## src/rtl/fuse_ctl_pkg.sv

```systemverilog
package fuse_ctl_pkg;
  localparam int ADDR_W     = 7;
  localparam int KEY_W      = 16;
  localparam int RD_W       = 6;
  localparam int RLX_W      = 4;
  localparam int PG_W       = 12;
  localparam int BANK_SHIFT = 3;

  localparam logic [7:0] OFF_CTRL  = 8'h00;
  localparam logic [7:0] OFF_CLR   = 8'h01;
  localparam logic [7:0] OFF_TIME  = 8'h02;
  localparam logic [7:0] OFF_WDATA = 8'h03;
  localparam logic [7:0] OFF_RCMD  = 8'h04;
  localparam logic [7:0] OFF_RDATA = 8'h05;
  localparam logic [1:0] SHADOW_TAG = 2'b01;

  localparam logic [KEY_W-1:0] UNLOCK_KEY = 16'h3E77;

  typedef enum logic [1:0] {
    OP_NONE  = 2'd0,
    OP_SENSE = 2'd1,
    OP_PROG  = 2'd2
  } op_e;
endpackage

```

## src/rtl/fuse_regs.sv

```systemverilog
module fuse_regs
  import fuse_ctl_pkg::*;
#(
  parameter int NUM_WORDS = 32,
  parameter int DEF_RD    = 7,
  parameter int DEF_RELAX = 1,
  parameter int DEF_PG    = 15
) (
  input  logic              clk,
  input  logic              rst_n,
  input  logic              reg_wr,
  input  logic [7:0]        reg_addr,
  input  logic [31:0]       reg_wdata,
  input  logic              busy,
  output logic [ADDR_W-1:0] fuse_addr,
  output logic [KEY_W-1:0]  unlock,
  output logic              err,
  output logic [RD_W-1:0]   rd_cnt,
  output logic [RLX_W-1:0]  relax_cnt,
  output logic [PG_W-1:0]   pg_cnt,
  output logic [31:0]       prog_data,
  output logic              start,
  output op_e               start_op,
  output logic              shadow_wr
);
  logic hit_ctrl, hit_clr, hit_time, cmd_prog, cmd_sense, cmd_any;
  logic addr_bad, reject;
  logic ctrl_en, time_en, data_en;
  logic err_d;

  always_comb begin
    hit_ctrl  = reg_wr && (reg_addr == OFF_CTRL);
    hit_clr   = reg_wr && (reg_addr == OFF_CLR);
    hit_time  = reg_wr && (reg_addr == OFF_TIME);
    cmd_prog  = reg_wr && (reg_addr == OFF_WDATA);
    cmd_sense = reg_wr && (reg_addr == OFF_RCMD) && reg_wdata[0];
    cmd_any   = cmd_prog || cmd_sense;
    addr_bad  = (int'(fuse_addr) >= NUM_WORDS);
    reject    = cmd_any && (busy || addr_bad ||
                            (cmd_prog && (unlock != UNLOCK_KEY)));
    start     = cmd_any && !reject;
    start_op  = cmd_prog ? OP_PROG : OP_SENSE;
    ctrl_en   = hit_ctrl && !busy;
    time_en   = hit_time && !busy;
    data_en   = cmd_prog && !busy;
    shadow_wr = reg_wr && !busy && (reg_addr[7:6] == SHADOW_TAG) &&
                (int'(reg_addr[5:0]) < NUM_WORDS);
    if (reject)
      err_d = 1'b1;
    else if (hit_clr && reg_wdata[9])
      err_d = 1'b0;
    else
      err_d = err;
  end

  always_ff @(posedge clk or negedge rst_n) begin
    if (!rst_n) begin
      fuse_addr <= '0;
      unlock    <= '0;
    end else if (ctrl_en) begin
      fuse_addr <= reg_wdata[ADDR_W-1:0];
      unlock    <= reg_wdata[31:16];
    end
  end

  always_ff @(posedge clk or negedge rst_n) begin
    if (!rst_n) begin
      rd_cnt    <= RD_W'(DEF_RD);
      relax_cnt <= RLX_W'(DEF_RELAX);
      pg_cnt    <= PG_W'(DEF_PG);
    end else if (time_en) begin
      rd_cnt    <= reg_wdata[21:16];
      relax_cnt <= reg_wdata[15:12];
      pg_cnt    <= reg_wdata[11:0];
    end
  end

  always_ff @(posedge clk or negedge rst_n) begin
    if (!rst_n)
      prog_data <= '0;
    else if (data_en)
      prog_data <= reg_wdata;
  end

  always_ff @(posedge clk or negedge rst_n) begin
    if (!rst_n)
      err <= 1'b0;
    else
      err <= err_d;
  end
endmodule

```

## src/rtl/fuse_seq.sv

```systemverilog
module fuse_seq
  import fuse_ctl_pkg::*;
(
  input  logic             clk,
  input  logic             rst_n,
  input  logic             start,
  input  op_e              start_op,
  input  logic [RD_W-1:0]  rd_cnt,
  input  logic [RLX_W-1:0] relax_cnt,
  input  logic [PG_W-1:0]  pg_cnt,
  output logic             busy,
  output logic             strobe,
  output logic             done,
  output op_e              done_op
);
  logic            busy_d;
  logic [PG_W-1:0] cnt_q, cnt_d, lim_q, lim_d;
  logic [RLX_W-1:0] rlx_q;
  op_e             op_q;
  logic [PG_W:0]   edge_len, cnt_wide;

  always_comb begin
    done     = busy && (cnt_q == lim_q);
    done_op  = op_q;
    busy_d   = start ? 1'b1 : (done ? 1'b0 : busy);
    if (start)
      cnt_d = '0;
    else if (busy && !done)
      cnt_d = cnt_q + PG_W'(1);
    else
      cnt_d = cnt_q;
    lim_d    = (start_op == OP_PROG) ? pg_cnt : PG_W'(rd_cnt);
    edge_len = (PG_W+1)'(rlx_q) + (PG_W+1)'(1);
    cnt_wide = {1'b0, cnt_q};
    strobe   = busy && (cnt_wide >= edge_len) &&
               ((cnt_wide + edge_len) <= {1'b0, lim_q});
  end

  always_ff @(posedge clk or negedge rst_n) begin
    if (!rst_n) begin
      busy  <= 1'b0;
      cnt_q <= '0;
    end else begin
      busy  <= busy_d;
      cnt_q <= cnt_d;
    end
  end

  always_ff @(posedge clk or negedge rst_n) begin
    if (!rst_n) begin
      lim_q <= '0;
      rlx_q <= '0;
      op_q  <= OP_NONE;
    end else if (start) begin
      lim_q <= lim_d;
      rlx_q <= relax_cnt;
      op_q  <= start_op;
    end
  end
endmodule

```

## src/rtl/fuse_store.sv

```systemverilog
module fuse_store
  import fuse_ctl_pkg::*;
#(
  parameter int NUM_WORDS = 32,
  parameter int IW        = 5
) (
  input  logic          clk,
  input  logic          rst_n,
  input  logic          done,
  input  op_e           done_op,
  input  logic [IW-1:0] word_idx,
  input  logic [31:0]   prog_data,
  input  logic          shadow_wr,
  input  logic [IW-1:0] shadow_idx,
  input  logic [31:0]   shadow_wdata,
  output logic [31:0]   sense_data,
  output logic          loading,
  output logic [31:0]   shadow_rdata
);
  logic [31:0]   fuse_vals [NUM_WORDS];
  logic [31:0]   shad_vals [NUM_WORDS];
  logic [IW-1:0] ld_idx, ld_idx_d;
  logic          ld_d, sense_en;

  always_comb begin
    ld_d     = loading && (ld_idx != IW'(NUM_WORDS - 1));
    ld_idx_d = loading ? ld_idx + IW'(1) : ld_idx;
    sense_en = done && (done_op == OP_SENSE);
  end

  always_ff @(posedge clk or negedge rst_n) begin
    if (!rst_n) begin
      loading <= 1'b1;
      ld_idx  <= '0;
    end else begin
      loading <= ld_d;
      ld_idx  <= ld_idx_d;
    end
  end

  for (genvar w = 0; w < NUM_WORDS; w++) begin : g_word
    logic [31:0] fuse_q, fuse_d, shad_q, shad_d;
    logic        fuse_en, shad_en;

    always_comb begin
      fuse_en = done && (done_op == OP_PROG) && (word_idx == IW'(w));
      fuse_d  = fuse_q | prog_data;
      shad_en = (loading && (ld_idx == IW'(w))) ||
                (shadow_wr && (shadow_idx == IW'(w)));
      shad_d  = loading ? fuse_q : shadow_wdata;
    end

    always_ff @(posedge clk or negedge rst_n) begin
      if (!rst_n)
        fuse_q <= 32'(w);
      else if (fuse_en)
        fuse_q <= fuse_d;
    end

    always_ff @(posedge clk or negedge rst_n) begin
      if (!rst_n)
        shad_q <= '0;
      else if (shad_en)
        shad_q <= shad_d;
    end

    assign fuse_vals[w] = fuse_q;
    assign shad_vals[w] = shad_q;
  end

  always_ff @(posedge clk or negedge rst_n) begin
    if (!rst_n)
      sense_data <= '0;
    else if (sense_en)
      sense_data <= fuse_vals[word_idx];
  end

  assign shadow_rdata = shad_vals[shadow_idx];
endmodule

```

## src/rtl/fuse_ctl.sv

```systemverilog
module fuse_ctl
  import fuse_ctl_pkg::*;
#(
  parameter int BANKS     = 4,
  parameter int DEF_RD    = 7,
  parameter int DEF_RELAX = 1,
  parameter int DEF_PG    = 15
) (
  input  logic        clk,
  input  logic        rst_n,
  input  logic        reg_wr,
  input  logic [7:0]  reg_addr,
  input  logic [31:0] reg_wdata,
  output logic [31:0] reg_rdata,
  output logic        busy,
  output logic        fuse_strobe
);
  localparam int NUM_WORDS = BANKS << BANK_SHIFT;
  localparam int IW        = $clog2(NUM_WORDS);

  logic [1:0]        rst_sync;
  logic              rst_n_i;
  logic [ADDR_W-1:0] fuse_addr;
  logic [KEY_W-1:0]  unlock;
  logic              err, start, shadow_wr;
  op_e               start_op, done_op;
  logic [RD_W-1:0]   rd_cnt;
  logic [RLX_W-1:0]  relax_cnt;
  logic [PG_W-1:0]   pg_cnt;
  logic [31:0]       prog_data, sense_data, shadow_rdata;
  logic              seq_busy, done, loading;

  always_ff @(posedge clk or negedge rst_n) begin
    if (!rst_n)
      rst_sync <= 2'b00;
    else
      rst_sync <= {rst_sync[0], 1'b1};
  end
  assign rst_n_i = rst_sync[1];

  fuse_regs #(
    .NUM_WORDS(NUM_WORDS), .DEF_RD(DEF_RD),
    .DEF_RELAX(DEF_RELAX), .DEF_PG(DEF_PG)
  ) u_regs (
    .clk(clk), .rst_n(rst_n_i), .reg_wr(reg_wr), .reg_addr(reg_addr),
    .reg_wdata(reg_wdata), .busy(busy), .fuse_addr(fuse_addr),
    .unlock(unlock), .err(err), .rd_cnt(rd_cnt), .relax_cnt(relax_cnt),
    .pg_cnt(pg_cnt), .prog_data(prog_data), .start(start),
    .start_op(start_op), .shadow_wr(shadow_wr)
  );

  fuse_seq u_seq (
    .clk(clk), .rst_n(rst_n_i), .start(start), .start_op(start_op),
    .rd_cnt(rd_cnt), .relax_cnt(relax_cnt), .pg_cnt(pg_cnt),
    .busy(seq_busy), .strobe(fuse_strobe), .done(done), .done_op(done_op)
  );

  fuse_store #(.NUM_WORDS(NUM_WORDS), .IW(IW)) u_store (
    .clk(clk), .rst_n(rst_n_i), .done(done), .done_op(done_op),
    .word_idx(fuse_addr[IW-1:0]), .prog_data(prog_data),
    .shadow_wr(shadow_wr), .shadow_idx(reg_addr[IW-1:0]),
    .shadow_wdata(reg_wdata), .sense_data(sense_data),
    .loading(loading), .shadow_rdata(shadow_rdata)
  );

  assign busy = seq_busy || loading;

  always_comb begin
    reg_rdata = '0;
    if (reg_addr == OFF_CTRL || reg_addr == OFF_CLR)
      reg_rdata = {unlock, 6'b0, err, busy, 1'b0, fuse_addr};
    else if (reg_addr == OFF_TIME)
      reg_rdata = {10'b0, rd_cnt, relax_cnt, pg_cnt};
    else if (reg_addr == OFF_WDATA)
      reg_rdata = prog_data;
    else if (reg_addr == OFF_RDATA)
      reg_rdata = sense_data;
    else if (reg_addr[7:6] == SHADOW_TAG && int'(reg_addr[5:0]) < NUM_WORDS)
      reg_rdata = shadow_rdata;
  end
endmodule

```

## config.mk

```make
export PLATFORM = sky130hd
export DESIGN_NAME = fuse_ctl
export DESIGN_NICKNAME = d
export VERILOG_FILES = /design/src/rtl/fuse_ctl_pkg.sv /design/src/rtl/fuse_regs.sv /design/src/rtl/fuse_seq.sv /design/src/rtl/fuse_store.sv /design/src/rtl/fuse_ctl.sv
export SDC_FILE = /design/constraint.sdc
export NUM_CORES = 2
export LEC_CHECK = 0
export ABC_AREA = 0
export BUFFER_PORTS_ARGS = -buffer_cell sky130_fd_sc_hd__buf_2
export CAP_MARGIN = 0
export CELL_PAD_IN_SITES_DETAIL_PLACEMENT = 0
export CELL_PAD_IN_SITES_GLOBAL_PLACEMENT = 1
export CORE_MARGIN = 2
export CORE_UTILIZATION = 50
export CTS_CLUSTER_DIAMETER = 80
export DETAILED_ROUTE_END_ITERATION = 6
export HOLD_SLACK_MARGIN = 0.15
export PLACE_DENSITY = 0.77
export SETUP_SLACK_MARGIN = 0.2
export SYNTH_ARGS = -nofsm -noshare
export SYNTH_HDL_FRONTEND = slang
export SYNTH_SLANG_ARGS = --single-unit
```

## constraint.sdc

```tcl
create_clock -name clk -period 94.7 [get_ports clk]
set_input_delay 14.205 -clock clk [delete_from_list [all_inputs] [get_ports clk]]
set_output_delay 14.205 -clock clk [all_outputs]
set_load 0.01 [all_outputs]
```

==> flow_summary.toml <==
[run_status]
outcome = "finished with violations"
violations = "design-rule violations"

[synth]
yosys.area_share.simple = 0.05988
synth_top_area_share = 0.5269
synthAdderAreaFrac = 0.003950
ys_top_cells_by_area = "dfrtp_1, mux4_2, a21oi_1"
synth_cell_types = 69
synth_compound_area_frac = 0.2162
syn-num-nets = 9002
synthCells = 8928
synthArstFlopShare = 1.000
synth_xor_area_frac = 0.002975
synthMuxAreaShare = 0.1314
ys_ff_latch = 2197
ys_seq_area_frac = 0.5503
syn_area_per_cell_um2 = 11.21
synth-edff-count = 0
ys.warnings.count = 0
synth.most_common_cell = "dfrtp_1"
synth_top_family_by_area = "compound AO/OA/AOI/OAI gates"
ys.flop_type = "dfrtp_1"
yosysTopAreaCell = "dfrtp_1"
syn-cell-area_um2 = 100100
synth_commonest_cells = "dfrtp_1, a21oi_1, o21bai_1"

[grt]
track_usage = 0.3801
grt_max_degree = 170
grt_pass1_vias = 77097
overflow = 0
antenna_found_initial = 14
grt_pass1_wl_mm = 562.0

[sta]
setup_viol = 0
hold_violations = 0
drv_slew = 0
rsz0062_at_grt = "no"
worst_pin_slew_ps = 1474
fin_crit_sh = 0.3528
hold_ws_ps = 349.0
fmaxAchievable_mhz = 29.93
tns_ps = 0
fin_ws_ps = 61290
max_slew_margin = 0.01432
finClkSkew_ps = 33.67
min_period_ps = 33410

[clocking]
cts_root_buffer = "clkbuf_16"
ctsResizeCount = 0
cts_tree = "done"
htreeDepth = 4
cts_setup_buffers = 0
hold_buffers = 0
clk_path_buf_depth = 3
cts_sinks = 2197
cts.clk_slew.worst_paths_ps = 60
cts_made_buffers = 224
clk_latency_ps = 880

[critical_path]
critPathMaxFanout = 89
crit_arrival_ps = 19200
required_ps = 80500
critical_path_class = "in -> out"
startpoint_type = "primary input"
end_kind = "primary output"

[die]
die_w_um = 451.5
start_util = 0.5019
dieArea_um2 = 203800
io_pins = 77
coreArea_um2 = 199500
die_y_um = 451.5
rows = 164

[route]
antenna_left = 0
vias = 78928
wirelength_mm = 388.6
drcViolationCount = 2
wl_per_cell_um = 33.88
via_per_inst = 6.882
drtPass1Iterations = 7
drt_iter0_markers = 11820

[final_layout]
area_growth_pct = 10.16
nets = 8679
design_area_um2 = 110300
n_fill_cell = 17068
drive_above_1_share = 0.1587

[placement]
hpwl_mm = 218.2
dpl_worst_slack_ps = 61330
portBuffers = 76
gp_congestion = 0.8937
placed_cell_area_um2 = 102700

[power_and_ir_drop]
power_w = 0.001982
power.leakage_nw = 49.77
peakVddDrop_v = 0.00002061
p_per_area_nw_per_um2 = 17.98

[hold_path]
min_path_type = "reg -> reg"

[run]
drv_cap = 0
-- final timing paths --
check	slack, ps	cells past startpoint	startpoint	end
worst max-delay path	61290	10	reg_addr[0]	reg_rdata[22]
worst min-delay path	350	0	rst_sync[0]$_DFF_PN0_	rst_sync[1]$_DFF_PN0_
worst max register to register	88640	6	rst_sync[1]$_DFF_PN0_	u_store.g_word[14].fuse_q[5]$_DFFE_PN0P_
worst min register to register	350	0	rst_sync[0]$_DFF_PN0_	rst_sync[1]$_DFF_PN0_
max in group asynchronous	81470	1	rst_n	rst_sync[1]$_DFF_PN0_
min in group asynchronous	440	0	rst_sync[1]$_DFF_PN0_	u_store.g_word[24].fuse_q[17]$_DFFE_PN0P_
-- logic make-up after synthesis --
group	after synthesis
compound gates	3601
xor+xnor	34
fa+ha+maj	31
buf+inv	860
flops	2197
mux	733
other cells	1
simple gates	1471
-- through the flow --
stage,cells,utilization
floorplan,8928,-
global placement,11035,0.5150
detailed placement,11035,0.5150
CTS,11451,0.5527
global route,11454,0.5527
finish,11469,0.5529
-- cell usage in the layout, fill, tap and decap left out, drive strengths merged, types with 56 or more instances in the layout --
master  count
o22ai     103
a21o      259
clkbuf    349
a211oi     81
nor2      607
mux2i     169
o21ai     575
dfrtp    2108
dfstp      89
nor2b      56
o21bai    770
mux4      454
buf       282
a22oi      65
a21oi    1651
nand2     693
mux2      110
-- power breakdown --
| part | leakage [nW] | internal, W | switching (W) |
|---|---|---|---|
| combinational | 16.9 | 0.0000329 | 0.0000665 |
| clock | 3.71 | 0.000531 | 0.000389 |
| sequential | 29.1 | 0.000951 | 0.0000120 |
| total | 49.8 | 0.00152 | 0.000467 |
-- critical path: stages --
cell and delay, ps:
buf_8 560, buf_12 600, buf_4 850, buf_4 870, and2_1 630, buf_4 410
nand2_1 90, o21ai_0 100, a221o_1 340, buf_2 200
-- routing by layer --
metal  part of all wire  vias to the layer above  global-route usage
li1                   -                    31744                   -
met1               0.39                    40765              0.5195
met2               0.43                     5260              0.5518
met3               0.11                     1155              0.1049
met4              0.064                        4              0.2087
met5            0.00015                        -            0.001866
-- layout make-up --
| class | instances | area [um2] | share of cell area |
|---|---|---|---|
| Clock inverter | 67 | 847.1 | 0.007681 |
| Multi-Input combinational cell | 5871 | 42050 | 0.3813 |
| Clock buffer | 349 | 6676 | 0.06054 |
| Inverter | 29 | 108.9 | 0.0009871 |
| Sequential cell | 2197 | 55110 | 0.4997 |
| Tap cell | 2656 | 3323 | 0.03013 |
| Timing Repair Buffer | 282 | 2125 | 0.01926 |
| Antenna cell | 18 | 45.04 | 0.0004084 |
-- flip-flops by register name, indices dropped and copies added, names as in the netlist --
| register | count |
|---|---|
| u_seq.done_op | 2 |
| u_store.loading | 1 |
| u_seq.rlx_q | 4 |
| u_regs.pg_cnt | 12 |
| u_regs.err | 1 |
| u_regs.fuse_addr | 7 |
| u_regs.prog_data | 32 |
| rst_sync | 2 |
| u_seq.lim_q | 12 |
| u_store.g_word.shad_q | 1024 |
| u_store.sense_data | 32 |
| u_regs.relax_cnt | 4 |
| u_store.ld_idx | 5 |
| u_store.g_word.fuse_q | 1024 |
| u_seq.cnt_q | 12 |
| u_regs.unlock | 16 |
| u_regs.rd_cnt | 6 |
| u_seq.busy | 1 |
Power figures use the tool's default switching activity.
